File: src/rtl/cpwm_pkg.sv
package cpwm_pkg;

    // default geometry of the contrast generator
    localparam int CPWM_CNT_W = 8;
    localparam int CPWM_PS_W  = 2;

    // named rate codes
    typedef enum logic [CPWM_PS_W-1:0] {
        RATE_DIV1 = 2'd0,
        RATE_DIV2 = 2'd1,
        RATE_DIV4 = 2'd2,
        RATE_DIV8 = 2'd3
    } cpwm_rate_e;

    // state presented to the compare stage each clock
    typedef struct packed {
        logic                  pol;
        logic [CPWM_CNT_W-1:0] cmp;
    } cpwm_shadow_t;

    // last divider value before a tick for a given rate code
    function automatic logic [31:0] div_last(input logic [7:0] code);
        return (32'd1 << code) - 32'd1;
    endfunction

endpackage

File: src/rtl/cpwm_prescaler.sv
module cpwm_prescaler #(
    parameter int PS_W = cpwm_pkg::CPWM_PS_W
) (
    input  logic            clk,
    input  logic            rst,
    input  logic            en,
    input  logic [PS_W-1:0] ps_sel,
    output logic            tick
);
    localparam int DIV_W = (1 << PS_W) - 1;

    logic [DIV_W-1:0] div_q;
    logic [DIV_W-1:0] last;

    always_comb begin
        last = DIV_W'(cpwm_pkg::div_last(8'(ps_sel)));
        // >= keeps a shrinking rate from running the divider the long way round
        tick = (div_q >= last);
    end

    always_ff @(posedge clk) begin
        if (rst || !en) begin
            div_q <= '0;
        end else if (tick) begin
            div_q <= '0;
        end else begin
            div_q <= div_q + 1'b1;
        end
    end
endmodule

File: src/rtl/cpwm_counter.sv
module cpwm_counter #(
    parameter int CNT_W = cpwm_pkg::CPWM_CNT_W
) (
    input  logic             clk,
    input  logic             rst,
    input  logic             en,
    input  logic             tick,
    output logic [CNT_W-1:0] cnt,
    output logic             wrap
);
    localparam logic [CNT_W-1:0] CNT_MAX = '1;

    logic [CNT_W-1:0] cnt_q;

    always_ff @(posedge clk) begin
        if (rst || !en) begin
            cnt_q <= '0;
        end else if (tick) begin
            cnt_q <= cnt_q + 1'b1;
        end
    end

    assign cnt  = cnt_q;
    assign wrap = tick && (cnt_q == CNT_MAX);
endmodule

File: src/rtl/cpwm_compare.sv
module cpwm_compare #(
    parameter int CNT_W = cpwm_pkg::CPWM_CNT_W
) (
    input  logic             clk,
    input  logic             rst,
    input  logic             en,
    input  logic             wrap,
    input  logic             pol,
    input  logic [CNT_W-1:0] cmp,
    input  logic [CNT_W-1:0] cnt,
    output logic [CNT_W-1:0] sh_cmp,
    output logic             sh_pol,
    output logic             pwm_out
);
    logic [CNT_W-1:0] sh_cmp_q;
    logic             sh_pol_q;
    logic             below;

    // settings are captured only at period boundaries or while idle
    always_ff @(posedge clk) begin
        if (rst || !en || wrap) begin
            sh_cmp_q <= cmp;
            sh_pol_q <= pol;
        end
    end

    always_comb begin
        below   = (cnt < sh_cmp_q);
        if (en) begin
            pwm_out = below ? sh_pol_q : ~sh_pol_q;
        end else begin
            pwm_out = ~pol;
        end
    end

    assign sh_cmp = sh_cmp_q;
    assign sh_pol = sh_pol_q;
endmodule

File: src/rtl/contrast_pwm.sv
module contrast_pwm #(
    parameter int CNT_W = cpwm_pkg::CPWM_CNT_W,
    parameter int PS_W  = cpwm_pkg::CPWM_PS_W
) (
    input  logic             clk,
    input  logic             rst,
    input  logic             en,
    input  logic             pol,
    input  logic [PS_W-1:0]  ps_sel,
    input  logic [CNT_W-1:0] cmp,
    output logic             pwm_out
);
    logic             tick;
    logic             wrap;
    logic [CNT_W-1:0] cnt_q;
    logic [CNT_W-1:0] sh_cmp;
    logic             sh_pol;

    cpwm_prescaler #(.PS_W(PS_W)) u_pre (
        .clk    (clk),
        .rst    (rst),
        .en     (en),
        .ps_sel (ps_sel),
        .tick   (tick)
    );

    cpwm_counter #(.CNT_W(CNT_W)) u_cnt (
        .clk  (clk),
        .rst  (rst),
        .en   (en),
        .tick (tick),
        .cnt  (cnt_q),
        .wrap (wrap)
    );

    cpwm_compare #(.CNT_W(CNT_W)) u_cmp (
        .clk     (clk),
        .rst     (rst),
        .en      (en),
        .wrap    (wrap),
        .pol     (pol),
        .cmp     (cmp),
        .cnt     (cnt_q),
        .sh_cmp  (sh_cmp),
        .sh_pol  (sh_pol),
        .pwm_out (pwm_out)
    );
endmodule

File: config.mk
export PLATFORM = sky130hd
export DESIGN_NAME = contrast_pwm
export DESIGN_NICKNAME = d
export VERILOG_FILES = /design/src/rtl/cpwm_pkg.sv /design/src/rtl/cpwm_prescaler.sv /design/src/rtl/cpwm_counter.sv /design/src/rtl/cpwm_compare.sv /design/src/rtl/contrast_pwm.sv
export SDC_FILE = /design/constraint.sdc
export NUM_CORES = 1
export LEC_CHECK = 0
export ABC_CLOCK_PERIOD_IN_PS = 4200
export BUFFER_PORTS_ARGS = -buffer_cell sky130_fd_sc_hd__buf_2
export CAP_MARGIN = 20
export CELL_PAD_IN_SITES_DETAIL_PLACEMENT = 1
export CELL_PAD_IN_SITES_GLOBAL_PLACEMENT = 1
export CORE_AREA = 3 3 47 60
export CTS_CLUSTER_SIZE = 16
export DETAILED_ROUTE_END_ITERATION = 8
export DIE_AREA = 0 0 50 63
export PLACE_DENSITY_LB_ADDON = 0.1
export SLEW_MARGIN = 20
export SYNTH_ARGS = -nofsm -noshare
export SYNTH_HDL_FRONTEND = slang
export SYNTH_SLANG_ARGS = --single-unit
File: constraint.sdc
create_clock -name clk -period 4.2 [get_ports clk]
set_input_delay 0.21 -clock clk [delete_from_list [all_inputs] [get_ports clk]]
set_output_delay 0.21 -clock clk [all_outputs]
set_load 0.005 [all_outputs]
==> flow_summary.toml, run 1 <==
[status]
status = "finished, final reports clean"

[critical_path]
worst-path-max-fanout = 6
critPathBufInv = 1
startpoint_type = "register"
crit_slowest_cell = "dfxtp_1"
worstPathArrival_ns = 2.03
required_ns = 3.99
critPathLaunch = "u_cnt.cnt[1]"
cp_slowest_stage_delay_ns = 0.45
end_kind = "primary output"
setup.worst_path.class = "register to primary output"
critical-path-top-delay-family = "compound AO/OA/AOI/OAI gates"
r2r-start = "u_pre.div_q[0]"
crit_chain = "ha_1, o21ai_0, a21oi_1, o31ai_1, nand3_1, a31o_2, buf_2"

[sta]
slew_headroom_pct = 57.42
final_max_slew_viol_count = 0
fin_ws_ns = 1.962
fin_skew_ns = 0.001147
tightestPinTransition_ns = 0.6387
period_share_pct = 53.28
final-setup-viol-count = 0
hold_viol_final = 0
grt_setup_unrepaired = "no"
setup_tns_ns = 0
period_needed_ns = 2.238
fmax_mhz = 446.9

[die]
die_x_microns = 50
core_sq_um = 2377
num_io_pins = 15
start_util_pct = 43.32
die_h_microns = 63
num_rows = 20
fp.dieArea_sq_um = 3150

[drt]
detail_route.wl_per_cell_microns = 12.83
viasPerCell = 5.071
finalWirelength_mm = 1.976
first_iter_violations = 6
antenna_left = 0
firstDrtPassIters = 2
drc = 0
num_vias = 781

[cells_and_area]
finalNonFillerCells = 154
final_core_utilization_pct = 48.79
antennaDiodeCount = 0
nNetsFinal = 148
area_delta_synth_final_pct = 12.64
drive_above_1_share_pct = 19.01

[yosys]
netlist_top_cells_area = "edfxtp_1 (26%), dfxtp_1 (21%), ha_1 (15%), inv_1 (4.0%), a21oi_1 (3.9%)"
synthAdderAreaFrac_pct = 14.58
async_reset_ff_share_pct = 0
synth_ff_type = "dfxtp_1"
ys_seq_area_share_pct = 47.63
synthSimpleGateAreaFrac_pct = 17.01
synth_cells = 104
syn_area_sq_um = 1030
synth_most_common_cell = "ha_1"
synth_area_per_cell_sq_um = 9.901
synth_mux_area_share_pct = 0.9721
synthDistinctLibCells = 28
synth_xor_xnor_area_share_pct = 1.701
synthTopCellsByCount = "ha_1 (12), dfxtp_1 (11), inv_1 (11), edfxtp_1 (9)"
yosys.area.top_type_share_pct = 26.25
synth_largest_area_cell = "edfxtp_1"
synth_top_family_by_area = "simple AND/OR/NAND/NOR gates"
yosysWarnings = 0
synth_compound_area_share_pct = 12.64
ys_seq_elements = 20
synth-edff-count = 9
synth_nets = 130

[global_routing]
grt_max_degree = 18
grt_pass1_wl_mm = 3.608
grt-ovfl-total = 0
antenna_found_initial = 0
grt_pass1_vias = 869
gr-usage-all-layers_pct = 15.08

[place]
place_ws_ns = 1.843
dp.cells = 150
numPortBuffers = 14
place_congestion = 0.6734
dp_hpwl_mm = 1.615

[power]
power_density_nw_per_um2 = 294.6
p_leak_uw = 0.0005156
vdd_ir_drop_max_v = 0.0002228

[clocking]
cts_tree = "yes"
clk_latency_ns = 0.29
ctsLongestPathBuffers = 2
clk_pin_slew_worst_paths_ns = 0.10
cts_setup_buffers = 0
clock_sinks = 20
cts-root-buf = "clkbuf_4"
ctsHtreeMaxLevel = 1
cts_buffers = 3
post_cts_resized = 0
hold_buffers = 0

[job]
max_cap_violations = 0

[min_path]
min_path_type = "input pin to register"
hp-start = "cmp[6]"
## power breakdown
group | leakage, uW | switching (uW) | internal (uW)
clock network | 0.0000150 | 54.5 | 36.9
registers | 0.000181 | 3.44 | 211
logic | 0.000320 | 19.7 | 15.7
total | 0.000516 | 77.6 | 264
## state kept, by name (all words and copies together), names as in the netlist
signal	flops
u_cmp.sh_pol	1
u_cmp.sh_cmp	8
u_pre.div_q	3
u_cnt.cnt	8
## layout by cell type, fill, tap and decap left out, types with 2 or more instances in the layout
master    count
nand4_1       3
nor2_1        8
ha_1         12
buf_2        14
dfxtp_1      11
o31ai_1       2
a21oi_1       8
edfxtp_1      9
nand2b_1      2
nand2_1       7
or3_1         5
and3_1        2
a21o_1        2
inv_1        11
nand3_1       2
clkbuf_4      3
o21ai_0       7
## cell families after synthesis
logic type,after synthesis
AND/OR/NAND/NOR,34
AO/OA/AOI/OAI,22
flip-flops,20
buffers and inverters,13
adder cells (fa/ha/maj),12
XOR/XNOR,2
multiplexers,1
## per-layer routing
layer  routed length, microns  vias up  GRT usage, %
li1                         -      401             -
met1                      783      361         15.87
met2                     1067       15         26.47
met3                       80        4         3.819
met4                       44        0         8.304
met5                        0        -             0
## final cells by class
cell class,instances,area [sq um]
Fill cell,294,1217
Tap cell,33,41.29
Multi-Input combinational cell,71,483.0
Clock buffer,4,26.28
Inverter,11,41.29
Timing Repair Buffer,15,77.57
Sequential cell,20,490.5
## final timing paths
path / endpoint / slack (ns) / cells after the start
max reg2reg: u_cmp.sh_cmp[3] / 2.06 / 7
min: u_cmp.sh_cmp[6] / 0.08 / 1
min reg2reg: u_pre.div_q[0] / 0.45 / 1
max: pwm_out / 1.96 / 7
## metrics by stage
stage                     cell area (sq um)  power (uW)  hold slack (ns)
after global routing                   1160       366.8          0.05810
final                                  1160       341.6          0.08362
after floorplan                        1030       242.9           0.3089
after global placement                 1134       252.3           0.3870
after detailed placement               1134       255.9           0.3887
after CTS                              1160       350.3          0.07085
Power figures use the tool's default switching activity.
==> run 2: changes to the inputs <==
--- a/config.mk
+++ b/config.mk
@@ -5,15 +5,15 @@
 export SDC_FILE = /design/constraint.sdc
 export NUM_CORES = 1
 export LEC_CHECK = 0
-export ABC_CLOCK_PERIOD_IN_PS = 4200
+export ABC_CLOCK_PERIOD_IN_PS = 2000
 export BUFFER_PORTS_ARGS = -buffer_cell sky130_fd_sc_hd__buf_2
 export CAP_MARGIN = 20
 export CELL_PAD_IN_SITES_DETAIL_PLACEMENT = 1
 export CELL_PAD_IN_SITES_GLOBAL_PLACEMENT = 1
-export CORE_AREA = 3 3 47 60
+export CORE_AREA = 3 3 51 65
 export CTS_CLUSTER_SIZE = 16
 export DETAILED_ROUTE_END_ITERATION = 8
-export DIE_AREA = 0 0 50 63
+export DIE_AREA = 0 0 54 68
 export PLACE_DENSITY_LB_ADDON = 0.1
 export SLEW_MARGIN = 20
 export SYNTH_ARGS = -nofsm -noshare
==> constraint.sdc (replaced) <==
create_clock -name clk -period 2 [get_ports clk]
set_input_delay 0.1 -clock clk [delete_from_list [all_inputs] [get_ports clk]]
set_output_delay 0.1 -clock clk [all_outputs]
set_load 0.005 [all_outputs]
==> flow_summary.toml, run 2 (synthesis results as in run 1) <==
[status]
status = "finished with violations"
violations = "negative setup slack"

[drt]
num_vias = 815
detail_route.wl_per_cell_microns = 12.04
dr_wl_met3_microns = 70
antenna_left = 0
firstDrtPassIters = 1
first_iter_violations = 0
wl_met2_mm = 1.033
drc = 0
routed.top_layer = "met4"
finalWirelength_mm = 2.010
viasPerCell = 4.880
met1_length_microns = 869

[sta]
final_max_slew_viol_count = 0
setup_tns_ns = -0.003406
period_needed_ns = 2.003
final-setup-viol-count = 1
tightestPinTransition_ns = 0.3318
fin_ws_ns = -0.003406
period_share_pct = 100.2
worst_hold_slack_ns = 0.1352
fin_skew_ns = 0.005597
slew_headroom_pct = 77.75
hold_viol_final = 0
grt_setup_unrepaired = "yes"
fmax_mhz = 499.2

[critical_path]
crit_path_end = "pwm_out"
crit_slowest_cell = "edfxtp_1"
rr_endpoint = "u_cnt.cnt[1]"
worst-path-max-fanout = 2
setup.worst_path.class = "register to primary output"
required_ns = 1.90
end_kind = "primary output"
r2r_slack_ns = 0.20
crit_chain = "inv_1, ha_1, nand2_1, nor3_2, o31ai_2, a21o_1, a31o_2, buf_2"
ff2ff_path_depth = 8
critical-path-top-delay-family = "compound AO/OA/AOI/OAI gates"
critPathLaunch = "u_cmp.sh_cmp[7]"
cp_slowest_stage_delay_ns = 0.34
worstPathArrival_ns = 1.90
critPathBufInv = 2
r2r-start = "u_pre.div_q[0]"
startpoint_type = "register"
cp_num_cells = 8

[die]
core_sq_um = 2706
die_x_microns = 54
num_rows = 21
die_h_microns = 68
fp.dieArea_sq_um = 3672
start_util_pct = 38.05
num_io_pins = 15

[job]
max_cap_violations = 0

[clocking]
clock_sinks = 20
clk_pin_slew_worst_paths_ns = 0.11
cts_tree = "yes"
cts-root-buf = "clkbuf_4"
ctsHtreeMaxLevel = 1
clk_latency_ns = 0.29
cts_buffers = 3
ctsLongestPathBuffers = 2
cts_setup_buffers = 0

[power]
internal_power_uw = 576.1
clkPwrFrac_pct = 26.2
power_density_nw_per_um2 = 564.3
p_sw_uw = 174.4
p_leak_uw = 0.0005698
pwr-share-seq_pct = 60.1
vdd_ir_drop_max_v = 0.0003333
p_comb_share_pct = 13.7
swShare_pct = 23.24

[cells_and_area]
nNetsFinal = 160
finalNonFillerCells = 167
area_delta_synth_final_pct = 29.16
seqCellArea_sq_um = 493.0
drive_above_1_share_pct = 25.56
antennaDiodeCount = 0
multi_input_area_sq_um = 524.3
layout_commonest_cell = "buf_2"
mostFrequentLayoutCells = "buf_2 (14), ha_1 (11), inv_1 (10)"
finalInstanceArea_sq_um = 1330
nFillCells = 315

[min_path]
min_path_type = "input pin to register"

[place]
dp_hpwl_mm = 1.571
place_congestion = 0.7082
placed_cell_area_sq_um = 1184
dp.cells = 154
numPortBuffers = 14
place_ws_ns = 0.1029

[global_routing]
grt_pass1_vias = 853
gr-usage-all-layers_pct = 12.93
grt_max_degree = 12
grt-ovfl-total = 0
grt_pass1_wl_mm = 3.491
antenna_found_initial = 0
==> run 2: cell count changes in the layout (fill, tap and decap cells not counted), sizes merged <==
cell         change
buf              +3
dlygate4sd3      +9
==> run 2: worst min path at each step <==
stage           start              end  cells after the start
3_5_place_dp   cmp[0]  u_cmp.sh_cmp[0]                      1
3_3_place_gp   cmp[0]  u_cmp.sh_cmp[0]                      1
5_1_grt           rst   u_pre.div_q[0]                      4
6_report          rst   u_pre.div_q[0]                      4
4_1_cts           rst   u_pre.div_q[0]                      4
2_1_floorplan  cmp[0]  u_cmp.sh_cmp[0]                      0
==> run 2: final cells by class <==
class | instances | area share [%]
Tap cell | 34 | 3.198
Multi-Input combinational cell | 71 | 39.42
Inverter | 11 | 3.104
Clock buffer | 4 | 1.976
Timing Repair Buffer | 27 | 15.24
Sequential cell | 20 | 37.06
==> run 2: layer usage <==
layer | vias to the layer above | track usage (%)
li1 | 423 | -
met1 | 375 | 13.73
met2 | 13 | 24.55
met3 | 4 | 2.179
met4 | 0 | 4.984
met5 | - | 0
==> run 2: repair_timing <==
action / CTS / global route
endpoints found under the setup margin: 1 / 1
pin swaps: 4 / 3
hold endpoints to repair: 9 / 0
hold buffers: 9 / 0
gates resized for setup: 3 / 5
==> run 2: power by group through the flow <==
stage                     logic, uW  registers (uW)  clock network, uW
after floorplan                54.1             459                  0
after global placement         84.0             460                  0
after detailed placement       87.9             460                  0
after CTS                       103             451                211
after global routing            117             453                228
final                           103             451                197
==> run 2: metrics by stage <==
step	utilization [%]	power [uW]
CTS	48.41	765.3
global placement	43.74	543.7
detailed placement	43.74	548.4
floorplan	-	512.6
global route	49.14	798.0
finish	49.14	750.5
==> run 2: worst reg2reg max path: stages, from the launching register on <==
cell and delay (ns):
dfxtp_1 0.37, inv_1 0.06, ha_1 0.27, nand2b_1 0.14, a21o_1 0.18, a21oi_2 0.22
buf_4 0.21, mux2i_1 0.19, nor2_1 0.05
==> run 3: changes to the inputs <==
--- a/config.mk
+++ b/config.mk
@@ -10,10 +10,10 @@
 export CAP_MARGIN = 20
 export CELL_PAD_IN_SITES_DETAIL_PLACEMENT = 1
 export CELL_PAD_IN_SITES_GLOBAL_PLACEMENT = 1
-export CORE_AREA = 3 3 51 65
+export CORE_AREA = 5 5 53 67
 export CTS_CLUSTER_SIZE = 16
 export DETAILED_ROUTE_END_ITERATION = 8
-export DIE_AREA = 0 0 54 68
+export DIE_AREA = 0 0 58 72
 export PLACE_DENSITY_LB_ADDON = 0.1
 export SLEW_MARGIN = 20
 export SYNTH_ARGS = -nofsm -noshare
==> flow_summary.toml, run 3 (synthesis results as in run 1) <==
[min_path]
min_path_type = "input pin to register"
holdPathStages = 4

[critical_path]
worstPathArrival_ns = 1.88
end_kind = "primary output"
ff2ff_path_depth = 8
worst-path-max-fanout = 2
startpoint_type = "register"
setup.worst_path.class = "register to primary output"
required_ns = 1.90

[die]
num_io_pins = 15
die_x_microns = 58
die_h_microns = 72
core_sq_um = 2863
fp.dieArea_sq_um = 4176
num_rows = 22
start_util_pct = 35.97

[global_routing]
grt_max_degree = 12
grt_pass1_vias = 886
grt-ovfl-total = 0
gr-usage-all-layers_pct = 12.02
grt_pass1_wl_mm = 3.815
antenna_found_initial = 0

[drt]
drc = 0
num_vias = 850
finalWirelength_mm = 2.374
first_iter_violations = 13
firstDrtPassIters = 4
viasPerCell = 5.000
antenna_left = 0
detail_route.wl_per_cell_microns = 13.96

[sta]
slew_headroom_pct = 77.79
grt_setup_unrepaired = "yes"
tightestPinTransition_ns = 0.3324
period_share_pct = 99.20
fmax_mhz = 504.0
period_needed_ns = 1.984
final-setup-viol-count = 0
final_max_slew_viol_count = 0
hold_viol_final = 0
worst_hold_slack_ns = 0.1145
fin_skew_ns = 0.007606

[place]
placed_cell_area_sq_um = 1194
dp_hpwl_mm = 1.627
place_congestion = 0.7227
numPortBuffers = 14
dp.cells = 157

[cells_and_area]
antennaDiodeCount = 0
layout_commonest_cell = "buf_2"
finalInstanceArea_sq_um = 1385
finalNonFillerCells = 170
final_core_utilization_pct = 48.38
drive_above_1_share_pct = 29.10
area_delta_synth_final_pct = 34.51
mostFrequentLayoutCells = "buf_2 (14), dfxtp_1 (11), inv_1 (10)"
nNetsFinal = 161

[power]
vdd_ir_drop_max_v = 0.0004344
p_leak_uw = 0.0005736
power_density_nw_per_um2 = 555.5
power_uw = 769.5

[clocking]
ctsHtreeMaxLevel = 1
clk_latency_ns = 0.31
clk_pin_slew_worst_paths_ns = 0.12
cts_buffers = 3
cts_tree = "yes"
ctsLongestPathBuffers = 2
cts-root-buf = "clkbuf_4"
cts_setup_buffers = 0
clock_sinks = 20

[status]
status = "finished, final reports clean"

[job]
max_cap_violations = 0
run 3: layout make-up:
cell class | count | area, sq um
flip-flops and latches | 20 | 490.5
clock inverters | 1 | 3.754
well taps | 36 | 45.04
repair buffers | 28 | 210.2
inverters | 11 | 41.29
fillers | 341 | 1478
clock buffers | 3 | 22.52
multi-input cells | 71 | 571.8
run 3: repair_timing:
item,in CTS,in global routing
hold endpoints to repair,9,0
endpoints found under the setup margin,1,1
hold buffers,9,0
pin swaps,3,3
gates resized for setup,4,8
run 3: critical path, cell delays in order, from the launching register on:
cell and delay, ns:
edfxtp_1 0.34, inv_1 0.06, ha_4 0.27, nand2_2 0.07
nor3_2 0.18, o31ai_2 0.12, a21o_1 0.18, a31o_2 0.22
buf_2 0.12
run 3: power by group:
group,leakage [uW],total (uW),switching [uW],internal (uW)
registers,0.000181,452,7.94,444
logic,0.000378,111,53.1,58.1
clock network,0.0000154,206,133,73.0
run 3: path summary, 6_finish.rpt:
kind / start / endpoint / slack (ns)
setup / recovery: u_cmp.sh_cmp[7] / pwm_out / 0.02
hold / removal: rst / u_pre.div_q[0] / 0.11
setup reg to reg: u_pre.div_q[0] / u_cnt.cnt[1] / 0.17
hold reg to reg: u_pre.div_q[0] / u_pre.div_q[0] / 0.47
run 3: through the flow:
step,TNS [ns],worst slack [ns]
floorplan,0,0.1704
global placement,0,0.1292
detailed placement,0,0.08828
CTS,-0.01846,-0.01846
global route,-0.06002,-0.06002
finish,0,0.01604
run 3: routing by layer:
layer | GRT usage, % | vias up | wire, microns
met5 | 0 | - | 0
met4 | 6.186 | 0 | 60
met3 | 1.779 | 7 | 79
met2 | 22.11 | 16 | 1288
met1 | 13.02 | 403 | 945
li1 | - | 424 | -
